**src/rtl/vmc_pkg.sv**
```systemverilog
package vmc_pkg;
    localparam int ELEM_W = 16;
    localparam int VLEN   = 8;
    localparam int NVREG  = 2;
    localparam int NMREG  = 2;
    localparam int IDX_W  = (VLEN > 1) ? $clog2(VLEN) : 1;
    localparam int CNT_W  = $clog2(VLEN + 1);
    localparam int VSEL_W = (NVREG > 1) ? $clog2(NVREG) : 1;
    localparam int MSEL_W = (NMREG > 1) ? $clog2(NMREG) : 1;

    typedef logic signed [ELEM_W-1:0] elem_t;
    typedef elem_t [VLEN-1:0]         vec_t;
    typedef logic [VLEN-1:0]          mask_t;

    typedef enum logic [2:0] {
        OP_LD   = 3'd0,
        OP_LDM  = 3'd1,
        OP_ST   = 3'd2,
        OP_CMP  = 3'd3,
        OP_GTZ  = 3'd4,
        OP_MNOT = 3'd5
    } op_e;

    typedef struct packed {
        op_e               op;
        logic [VSEL_W-1:0] vsel;
        logic [MSEL_W-1:0] msrc;
        logic [MSEL_W-1:0] mdst;
        logic [CNT_W-1:0]  vl;
    } cmd_t;

    function automatic logic op_legal(input logic [2:0] code);
        return code <= 3'd5;
    endfunction

    function automatic mask_t lane_mask(input logic [CNT_W-1:0] vl);
        mask_t m;
        for (int i = 0; i < VLEN; i++) m[i] = (CNT_W'(i) < vl);
        return m;
    endfunction

    function automatic logic [CNT_W-1:0] popcount(input mask_t m);
        logic [CNT_W-1:0] s;
        s = '0;
        for (int i = 0; i < VLEN; i++) s = s + CNT_W'(m[i]);
        return s;
    endfunction

    function automatic vec_t compress(input vec_t v, input mask_t m);
        vec_t             r;
        logic [IDX_W-1:0] p;
        r = '0;
        p = '0;
        for (int i = 0; i < VLEN; i++) begin
            if (m[i]) begin
                r[p] = v[i];
                p    = p + 1'b1;
            end
        end
        return r;
    endfunction

    function automatic logic is_positive(input elem_t e);
        return (e > 0);
    endfunction
endpackage

```
**src/rtl/vmc_vreg_file.sv**
```systemverilog
module vmc_vreg_file
    import vmc_pkg::*;
(
    input  logic              clk,
    input  logic              rst,
    input  logic              we,
    input  logic [VSEL_W-1:0] wsel,
    input  logic [IDX_W-1:0]  widx,
    input  elem_t             wdata,
    output vec_t              rd [NVREG]
);
    vec_t regs [NVREG];

    for (genvar g = 0; g < NVREG; g++) begin : g_reg
        always_ff @(posedge clk) begin
            if (rst) begin
                regs[g] <= '0;
            end else if (we && wsel == VSEL_W'(g)) begin
                regs[g][widx] <= wdata;
            end
        end
        assign rd[g] = regs[g];
    end
endmodule

```
**src/rtl/vmc_mask_file.sv**
```systemverilog
module vmc_mask_file
    import vmc_pkg::*;
(
    input  logic              clk,
    input  logic              rst,
    input  logic              we,
    input  logic [MSEL_W-1:0] wsel,
    input  logic [IDX_W-1:0]  widx,
    input  logic              wbit,
    output mask_t             rd [NMREG]
);
    mask_t regs [NMREG];

    for (genvar g = 0; g < NMREG; g++) begin : g_mask
        always_ff @(posedge clk) begin
            if (rst) begin
                regs[g] <= '0;
            end else if (we && wsel == MSEL_W'(g)) begin
                regs[g][widx] <= wbit;
            end
        end
        assign rd[g] = regs[g];
    end
endmodule

```
**src/rtl/vmc_seq.sv**
```systemverilog
module vmc_seq
    import vmc_pkg::*;
(
    input  logic              clk,
    input  logic              rst,
    input  logic              cmd_valid,
    input  logic [2:0]        cmd_op,
    input  logic [VSEL_W-1:0] cmd_vreg,
    input  logic [MSEL_W-1:0] cmd_msrc,
    input  logic [MSEL_W-1:0] cmd_mdst,
    input  logic [CNT_W-1:0]  cmd_vl,
    input  elem_t             din,
    input  vec_t              vregs [NVREG],
    input  mask_t             masks [NMREG],
    output logic              v_we,
    output logic [VSEL_W-1:0] v_wsel,
    output logic [IDX_W-1:0]  v_widx,
    output elem_t             v_wdata,
    output logic              m_we,
    output logic [MSEL_W-1:0] m_wsel,
    output logic [IDX_W-1:0]  m_widx,
    output logic              m_wbit,
    output logic              busy,
    output elem_t             dout,
    output logic              dout_valid,
    output logic [CNT_W-1:0]  pack_count,
    output logic              accept,
    output logic [IDX_W-1:0]  idx,
    output logic [CNT_W-1:0]  cur_vl,
    output logic [2:0]        cur_op
);
    logic             busy_q;
    logic [IDX_W-1:0] idx_q;
    cmd_t             cur_q;
    logic [CNT_W-1:0] pack_q;
    logic [CNT_W-1:0] vl_eff;
    logic             last;

    vec_t  src_vec;
    elem_t src_elem;
    mask_t src_mask;
    vec_t  packed_vec;

    assign vl_eff = (cmd_vl > CNT_W'(VLEN)) ? CNT_W'(VLEN) : cmd_vl;
    assign accept = cmd_valid && !busy_q && op_legal(cmd_op) && (cmd_vl != '0);
    assign last   = (CNT_W'(idx_q) == cur_q.vl - 1'b1);

    always_ff @(posedge clk) begin
        if (rst) begin
            busy_q <= 1'b0;
            idx_q  <= '0;
            cur_q  <= '0;
            pack_q <= '0;
        end else if (accept) begin
            busy_q     <= 1'b1;
            idx_q      <= '0;
            cur_q.op   <= op_e'(cmd_op);
            cur_q.vsel <= cmd_vreg;
            cur_q.msrc <= cmd_msrc;
            cur_q.mdst <= cmd_mdst;
            cur_q.vl   <= vl_eff;
            if (op_e'(cmd_op) == OP_CMP) begin
                pack_q <= popcount(masks[cmd_msrc] & lane_mask(vl_eff));
            end
        end else if (busy_q) begin
            if (last) begin
                busy_q <= 1'b0;
                idx_q  <= '0;
            end else begin
                idx_q <= idx_q + 1'b1;
            end
        end
    end

    assign src_vec    = vregs[cur_q.vsel];
    assign src_elem   = src_vec[idx_q];
    assign src_mask   = masks[cur_q.msrc];
    assign packed_vec = compress(src_vec, src_mask & lane_mask(cur_q.vl));

    always_comb begin
        v_we       = 1'b0;
        m_we       = 1'b0;
        m_wbit     = 1'b0;
        dout       = '0;
        dout_valid = 1'b0;
        if (busy_q) begin
            unique case (cur_q.op)
                OP_LD:   v_we = 1'b1;
                OP_LDM:  v_we = src_mask[idx_q];
                OP_GTZ: begin
                    m_we   = 1'b1;
                    m_wbit = is_positive(src_elem);
                end
                OP_MNOT: begin
                    m_we   = 1'b1;
                    m_wbit = ~src_mask[idx_q];
                end
                OP_ST: begin
                    dout       = src_elem;
                    dout_valid = 1'b1;
                end
                OP_CMP: begin
                    dout       = packed_vec[idx_q];
                    dout_valid = 1'b1;
                end
                default: ;
            endcase
        end
    end

    assign v_wsel     = cur_q.vsel;
    assign v_widx     = idx_q;
    assign v_wdata    = din;
    assign m_wsel     = cur_q.mdst;
    assign m_widx     = idx_q;
    assign busy       = busy_q;
    assign pack_count = pack_q;
    assign idx        = idx_q;
    assign cur_vl     = cur_q.vl;
    assign cur_op     = cur_q.op;
endmodule

```
**src/rtl/vmc_unit.sv**
```systemverilog
module vmc_unit
    import vmc_pkg::*;
(
    input  logic                    clk,
    input  logic                    rst,
    input  logic                    cmd_valid,
    input  logic [2:0]              cmd_op,
    input  logic [VSEL_W-1:0]       cmd_vreg,
    input  logic [MSEL_W-1:0]       cmd_msrc,
    input  logic [MSEL_W-1:0]       cmd_mdst,
    input  logic [CNT_W-1:0]        cmd_vl,
    input  logic [ELEM_W-1:0]       din,
    output logic                    busy,
    output logic [ELEM_W-1:0]       dout,
    output logic                    dout_valid,
    output logic [CNT_W-1:0]        pack_count
);
    vec_t              vregs [NVREG];
    mask_t             masks [NMREG];
    logic              v_we, m_we, m_wbit;
    logic [VSEL_W-1:0] v_wsel;
    logic [MSEL_W-1:0] m_wsel;
    logic [IDX_W-1:0]  v_widx, m_widx;
    elem_t             v_wdata;
    elem_t             dout_e;
    logic              accept;
    logic [IDX_W-1:0]  idx;
    logic [CNT_W-1:0]  cur_vl;
    logic [2:0]        cur_op;

    vmc_vreg_file u_vrf (
        .clk(clk), .rst(rst), .we(v_we), .wsel(v_wsel), .widx(v_widx),
        .wdata(v_wdata), .rd(vregs)
    );

    vmc_mask_file u_mrf (
        .clk(clk), .rst(rst), .we(m_we), .wsel(m_wsel), .widx(m_widx),
        .wbit(m_wbit), .rd(masks)
    );

    vmc_seq u_seq (
        .clk(clk), .rst(rst), .cmd_valid(cmd_valid), .cmd_op(cmd_op),
        .cmd_vreg(cmd_vreg), .cmd_msrc(cmd_msrc), .cmd_mdst(cmd_mdst),
        .cmd_vl(cmd_vl), .din(elem_t'(din)), .vregs(vregs), .masks(masks),
        .v_we(v_we), .v_wsel(v_wsel), .v_widx(v_widx), .v_wdata(v_wdata),
        .m_we(m_we), .m_wsel(m_wsel), .m_widx(m_widx), .m_wbit(m_wbit),
        .busy(busy), .dout(dout_e), .dout_valid(dout_valid),
        .pack_count(pack_count), .accept(accept), .idx(idx),
        .cur_vl(cur_vl), .cur_op(cur_op)
    );

    assign dout = dout_e;
endmodule

```
**config.mk**
```make
export PLATFORM = sky130hd
export DESIGN_NAME = vmc_unit
export DESIGN_NICKNAME = d
export VERILOG_FILES = /design/src/rtl/vmc_pkg.sv /design/src/rtl/vmc_vreg_file.sv /design/src/rtl/vmc_mask_file.sv /design/src/rtl/vmc_seq.sv /design/src/rtl/vmc_unit.sv
export SDC_FILE = /design/constraint.sdc
export NUM_CORES = 1
export LEC_CHECK = 0
export BUFFER_PORTS_ARGS = -buffer_cell sky130_fd_sc_hd__buf_2
export CAP_MARGIN = 5
export CORE_UTILIZATION = 40
export CTS_CLUSTER_SIZE = 24
export DETAILED_ROUTE_END_ITERATION = 7
export PLACE_DENSITY = 0.63
export SLEW_MARGIN = 30
export SYNTH_ARGS = -nofsm -noshare
export SYNTH_HDL_FRONTEND = slang
export SYNTH_SLANG_ARGS = --single-unit
export TNS_END_PERCENT = 1
```
**constraint.sdc**
```tcl
create_clock -name clk -period 14.6 [get_ports clk]
set_input_delay 0.73 -clock clk [delete_from_list [all_inputs] [get_ports clk]]
set_output_delay 0.73 -clock clk [all_outputs]
set_load 0.01 [all_outputs]
```
==> results by stage <==
Run status:
- The run finished with clean final reports.

Clock tree:
- TritonCTS built the clock tree.
- No sink is reached through more buffers than the 3 on the longest clock path.
- The count of hold-fix buffers inserted at cts is 0.
- The tree built by TritonCTS fans out to slightly below 300 sinks.
- The insertion delay of the later-clocked pin in the worst-skew pair is 570 ps.
- Clock-pin slew was measured on the worst setup and hold paths at roughly 60 ps.
- The tree is rooted in a sky130_fd_sc_hd__clkbuf_16.
- In this run the post-CTS setup repair buffer count came out at 0.
- The number of CTS-inserted buffers is 34.
- The H-tree depth is 2.
- The number of gates resized after CTS is 0.

Finish:
- The library cell used most frequently in the layout, excluding fill and tap cells, is sky130_fd_sc_hd__edfxtp_1.
- After filler insertion, the fill cell instance count of the layout stands at 5539.
- The ratio of cells with drive above 1 in the final layout is 14.9%.
- The post-route core utilization is between 40% and 50%.
- 0 antenna diodes ended up in the layout.
- The area growth from synthesis to final layout is 9.74%.
- Once layout is done, the placed cells without fillers occupy 0.0256 mm2.
- The top cell types in the final layout, fill and taps aside, are sky130_fd_sc_hd__edfxtp_1, sky130_fd_sc_hd__and2_1, sky130_fd_sc_hd__nand2_1.
- The layout net count is 2549.

Worst hold path:
- Along the worst hold path, the cell count comes to 3.
- The capture endpoint of the worst hold path is u_seq.m_wsel$_SDFFE_PP0P_.
- The class of the most critical hold timing path is in -> reg.
- The hold path startpoint is cmd_mdst.

Synth:
- Yosys mapped a number of flops with a built-in enable equal to 272.
- The sequential cell area fraction in the yosys report is 36.6%.
- After synthesis, the netlist uses 89 different library cells.
- The total nets after synthesis is 2625.
- The post-synthesis cell count is 2575.
- The flip-flop and latch count after synthesis is 290.
- The fraction of synthesis flops using an asynchronous set or reset pin is 0%.
- The number of warnings printed during yosys synthesis is 0.
- The top flip-flop cell by instance count after synthesis is sky130_fd_sc_hd__edfxtp_1.
- The cell area after synthesis is around 0.023 mm2.
- Dividing the synthesized area by the synthesized cell count gives about 9.1 um2.

Detailed routing:
- The number of vias in the routed layout is 23700.
- Once detail routing completed, the nets flagged for antenna violations numbered 0.
- The total DRC errors in the routed layout is 0.
- The first-iteration detailed-routing DRC count is 3331.
- The number of vias per cell is 7.19.
- The first TritonRoute pass finished after 8 iterations.
- The final layout contains routed wiring with a total length of 125000 um.
- In the final routed layout, each cell accounts on average for 37.9 um.

Global routing:
- Global routing consumed, on the met2 layer, 61.7% of the routing resources.
- The via count of the first global-routing pass came to about 22000.
- The global-route congestion overflow total is 0.
- The initial antenna violation count is 6.
- The most congested layer reported by global routing is met2.
- The combined global-route utilization of all metal layers is 41.3%.
- Entering global routing, the biggest net connects 122 pins.
- The met3 track demand over resource in global routing is 10.4%.
- The first-pass GRT wire length is approximately 170000 um.
- In the global route stage, met1 resource usage came out at 53.8%.

STA:
- After layout, the worst setup slack is 4610 ps.
- The setup clock skew after layout is 26.2 ps.
- The highest clock rate is around 0.10 GHz.
- The clock period could shrink to 9990 ps.
- The share of the clock period used by the worst path is 68.4%.
- The max-slew violation count is 0.
- The remaining max-slew budget at the tightest pin is 27.8%.
- The number of hold violations in the final report is 0.
- The slew at the pin closest to its max-slew limit is 1080 ps.
- Setup repair after global routing left no endpoint under its margin.
- The final-report setup violation count is 0.
- In the final timing run, aggregate negative setup slack is 0 ps.

Die:
- The floorplan step defined a die boundary enclosing 0.0593 mm2.
- The starting density of the core is roughly two fifths.
- The top-level I/O count is 51.
- Measured along the y axis, the die boundary spans 243 um.
- The number of cell rows is approximately 90.
- The core region is between 0.05 and 0.06 mm2.
- The floorplan die width is 243 um.

Run:
- The tool flagged a number of max-cap violations equal to 0.

Worst setup path:
- The depth of the worst register-to-register path is 10.
- The classification of the worst setup path is reg -> out.
- The worst setup path is launched from a register.
- The worst-path cell with the longest stage delay is sky130_fd_sc_hd__fa_1.
- In this design, the largest share of critical-path delay is due to simple AND/OR/NAND/NOR gates.
- The peak per-stage delay on the critical path is 860 ps.
- In this run the critical register-to-register path is captured at u_mrf.regs[0][3]$_DFFE_PP_.
- The setup slack of the most critical reg-to-reg path is around 9100 ps.
- The maximum fanout along the worst path is 38.
- The buffers plus inverters on the worst setup path is 7.
- Among the stages of the critical path, the cell type that occurs most often is sky130_fd_sc_hd__ha_1.
- The required time at the worst-slack endpoint is 13870 ps.
- The endpoint type of the worst setup path is an output pin.
- The startpoint of the most critical register-to-register path is u_seq.v_wsel$_SDFFE_PP0P_.
- The critical path arrival is just over 9000 ps.

Pwr:
- The analysis attributes to cell leakage a power of 8.12 nW.
- The worst-case IR drop observed on VDD is 0.114 mV.
- Power spread over the standard cell area amounts to 86.9 mW/mm2.

Placement:
- Routability-driven placement finished with a final weighted congestion of 1.07.
- Once placement finished, the instance area stood at 0.0245 mm2.
- OpenSTA, run right after detailed placement, puts the worst setup slack at 5430 ps.
- Summed over all nets, the half-perimeter wirelength after detailed placement is 92000 um.
- The count of buffers inserted at the top-level ports is 50.
## synthesized netlist by cell type, types with 18 or more instances
cell                        number  area (um2)
sky130_fd_sc_hd__nand3_1        61         305
sky130_fd_sc_hd__mux2i_1       150        1500
sky130_fd_sc_hd__a2111oi_0      19         166
sky130_fd_sc_hd__clkbuf_1      229         860
sky130_fd_sc_hd__nor3_1         66         330
sky130_fd_sc_hd__a311oi_1       18         158
sky130_fd_sc_hd__o211ai_1      100         751
sky130_fd_sc_hd__o21ai_0       114         571
sky130_fd_sc_hd__o32ai_1        25         219
sky130_fd_sc_hd__o221ai_1       98         858
sky130_fd_sc_hd__nor2_1        159         597
sky130_fd_sc_hd__nand4_1        35         219
sky130_fd_sc_hd__o31ai_1        26         195
sky130_fd_sc_hd__mux2_2         84         946
sky130_fd_sc_hd__a31oi_1        74         463
sky130_fd_sc_hd__buf_1          20        75.1
sky130_fd_sc_hd__a21oi_1        57         285
sky130_fd_sc_hd__o22ai_1        31         194
sky130_fd_sc_hd__and2_1        261        1630
sky130_fd_sc_hd__nand2_1       231         867
sky130_fd_sc_hd__a221oi_1       37         324
sky130_fd_sc_hd__o41ai_1        48         420
sky130_fd_sc_hd__dfxtp_1        18         360
sky130_fd_sc_hd__a211oi_1       48         360
sky130_fd_sc_hd__inv_1          25        93.8
sky130_fd_sc_hd__edfxtp_1      272        8170
## where the power goes
part	switching (mW)	total (mW)	leakage [nW]	internal (mW)
Combinational	0.318	0.430	4.64	0.112
Clock	0.360	0.837	0.520	0.477
Sequential	0.0179	0.955	2.96	0.937
Total	0.696	2.22	8.12	1.53
## final cells by class
cell class	instances	area (um2)	share of cell area [%]
multi-input cells	1987	13800	54.0
flip-flops and latches	290	8530	33.3
repair buffers	157	1070	4.18
well taps	765	957	3.74
clock buffers	40	883	3.45
clock inverters	22	219	0.856
inverters	29	109	0.425
## worst min-delay path: stages
cell and delay (ps):
sky130_fd_sc_hd__buf_2 100, sky130_fd_sc_hd__nand2_1 50, sky130_fd_sc_hd__a21oi_1 50
## worst max path at each step
stage	start	end	slack, ps	depth (start not counted)
after floorplan	u_seq.cur_vl[0]$_SDFFE_PP0P_	dout[10]	7100	32
after global placement	u_seq.cur_vl[0]$_SDFFE_PP0P_	dout[12]	5470	27
after detailed placement	u_seq.cur_vl[0]$_SDFFE_PP0P_	dout[14]	5430	27
after CTS	u_seq.cur_vl[0]$_SDFFE_PP0P_	dout[14]	4820	27
after global routing	u_seq.cur_vl[0]$_SDFFE_PP0P_	dout[12]	4220	26
final	u_seq.cur_vl[0]$_SDFFE_PP0P_	dout[12]	4610	26
## kinds of logic after synthesis
| family | after synthesis | synth area share [%] |
|---|---|---|
| xor+xnor | 15 | 0.902 |
| compound gates | 804 | 25.5 |
| simple gates | 909 | 19.9 |
| buf+inv | 298 | 5.01 |
| flops | 290 | 36.6 |
| fa+ha+maj | 21 | 1.29 |
| mux | 238 | 10.8 |
## stage by stage
stage	std cells	total power [mW]	hold slack (ps)
2_1_floorplan	2575	1.20	452
3_3_place_gp	3227	1.38	456
3_5_place_dp	3228	1.38	465
4_1_cts	3290	2.21	407
5_1_grt	3290	2.27	436
6_report	3290	2.22	428
## registers in the layout, indices dropped and copies added (netlist names)
register	flops
u_seq.pack_count	4
u_vrf.regs	256
u_mrf.regs	16
u_seq.v_wsel	1
u_seq.idx	3
u_seq.cur_vl	4
u_seq.cur_op	3
u_seq.cur_q	1
u_seq.busy	1
u_seq.m_wsel	1
## metal layers
metal	vias up	part of all wire (%)
met4	2	6.9
met3	358	11
li1	9925	-
met5	-	0.0064
met2	1630	43
met1	11800	40
(Power assumes the default switching activity.)
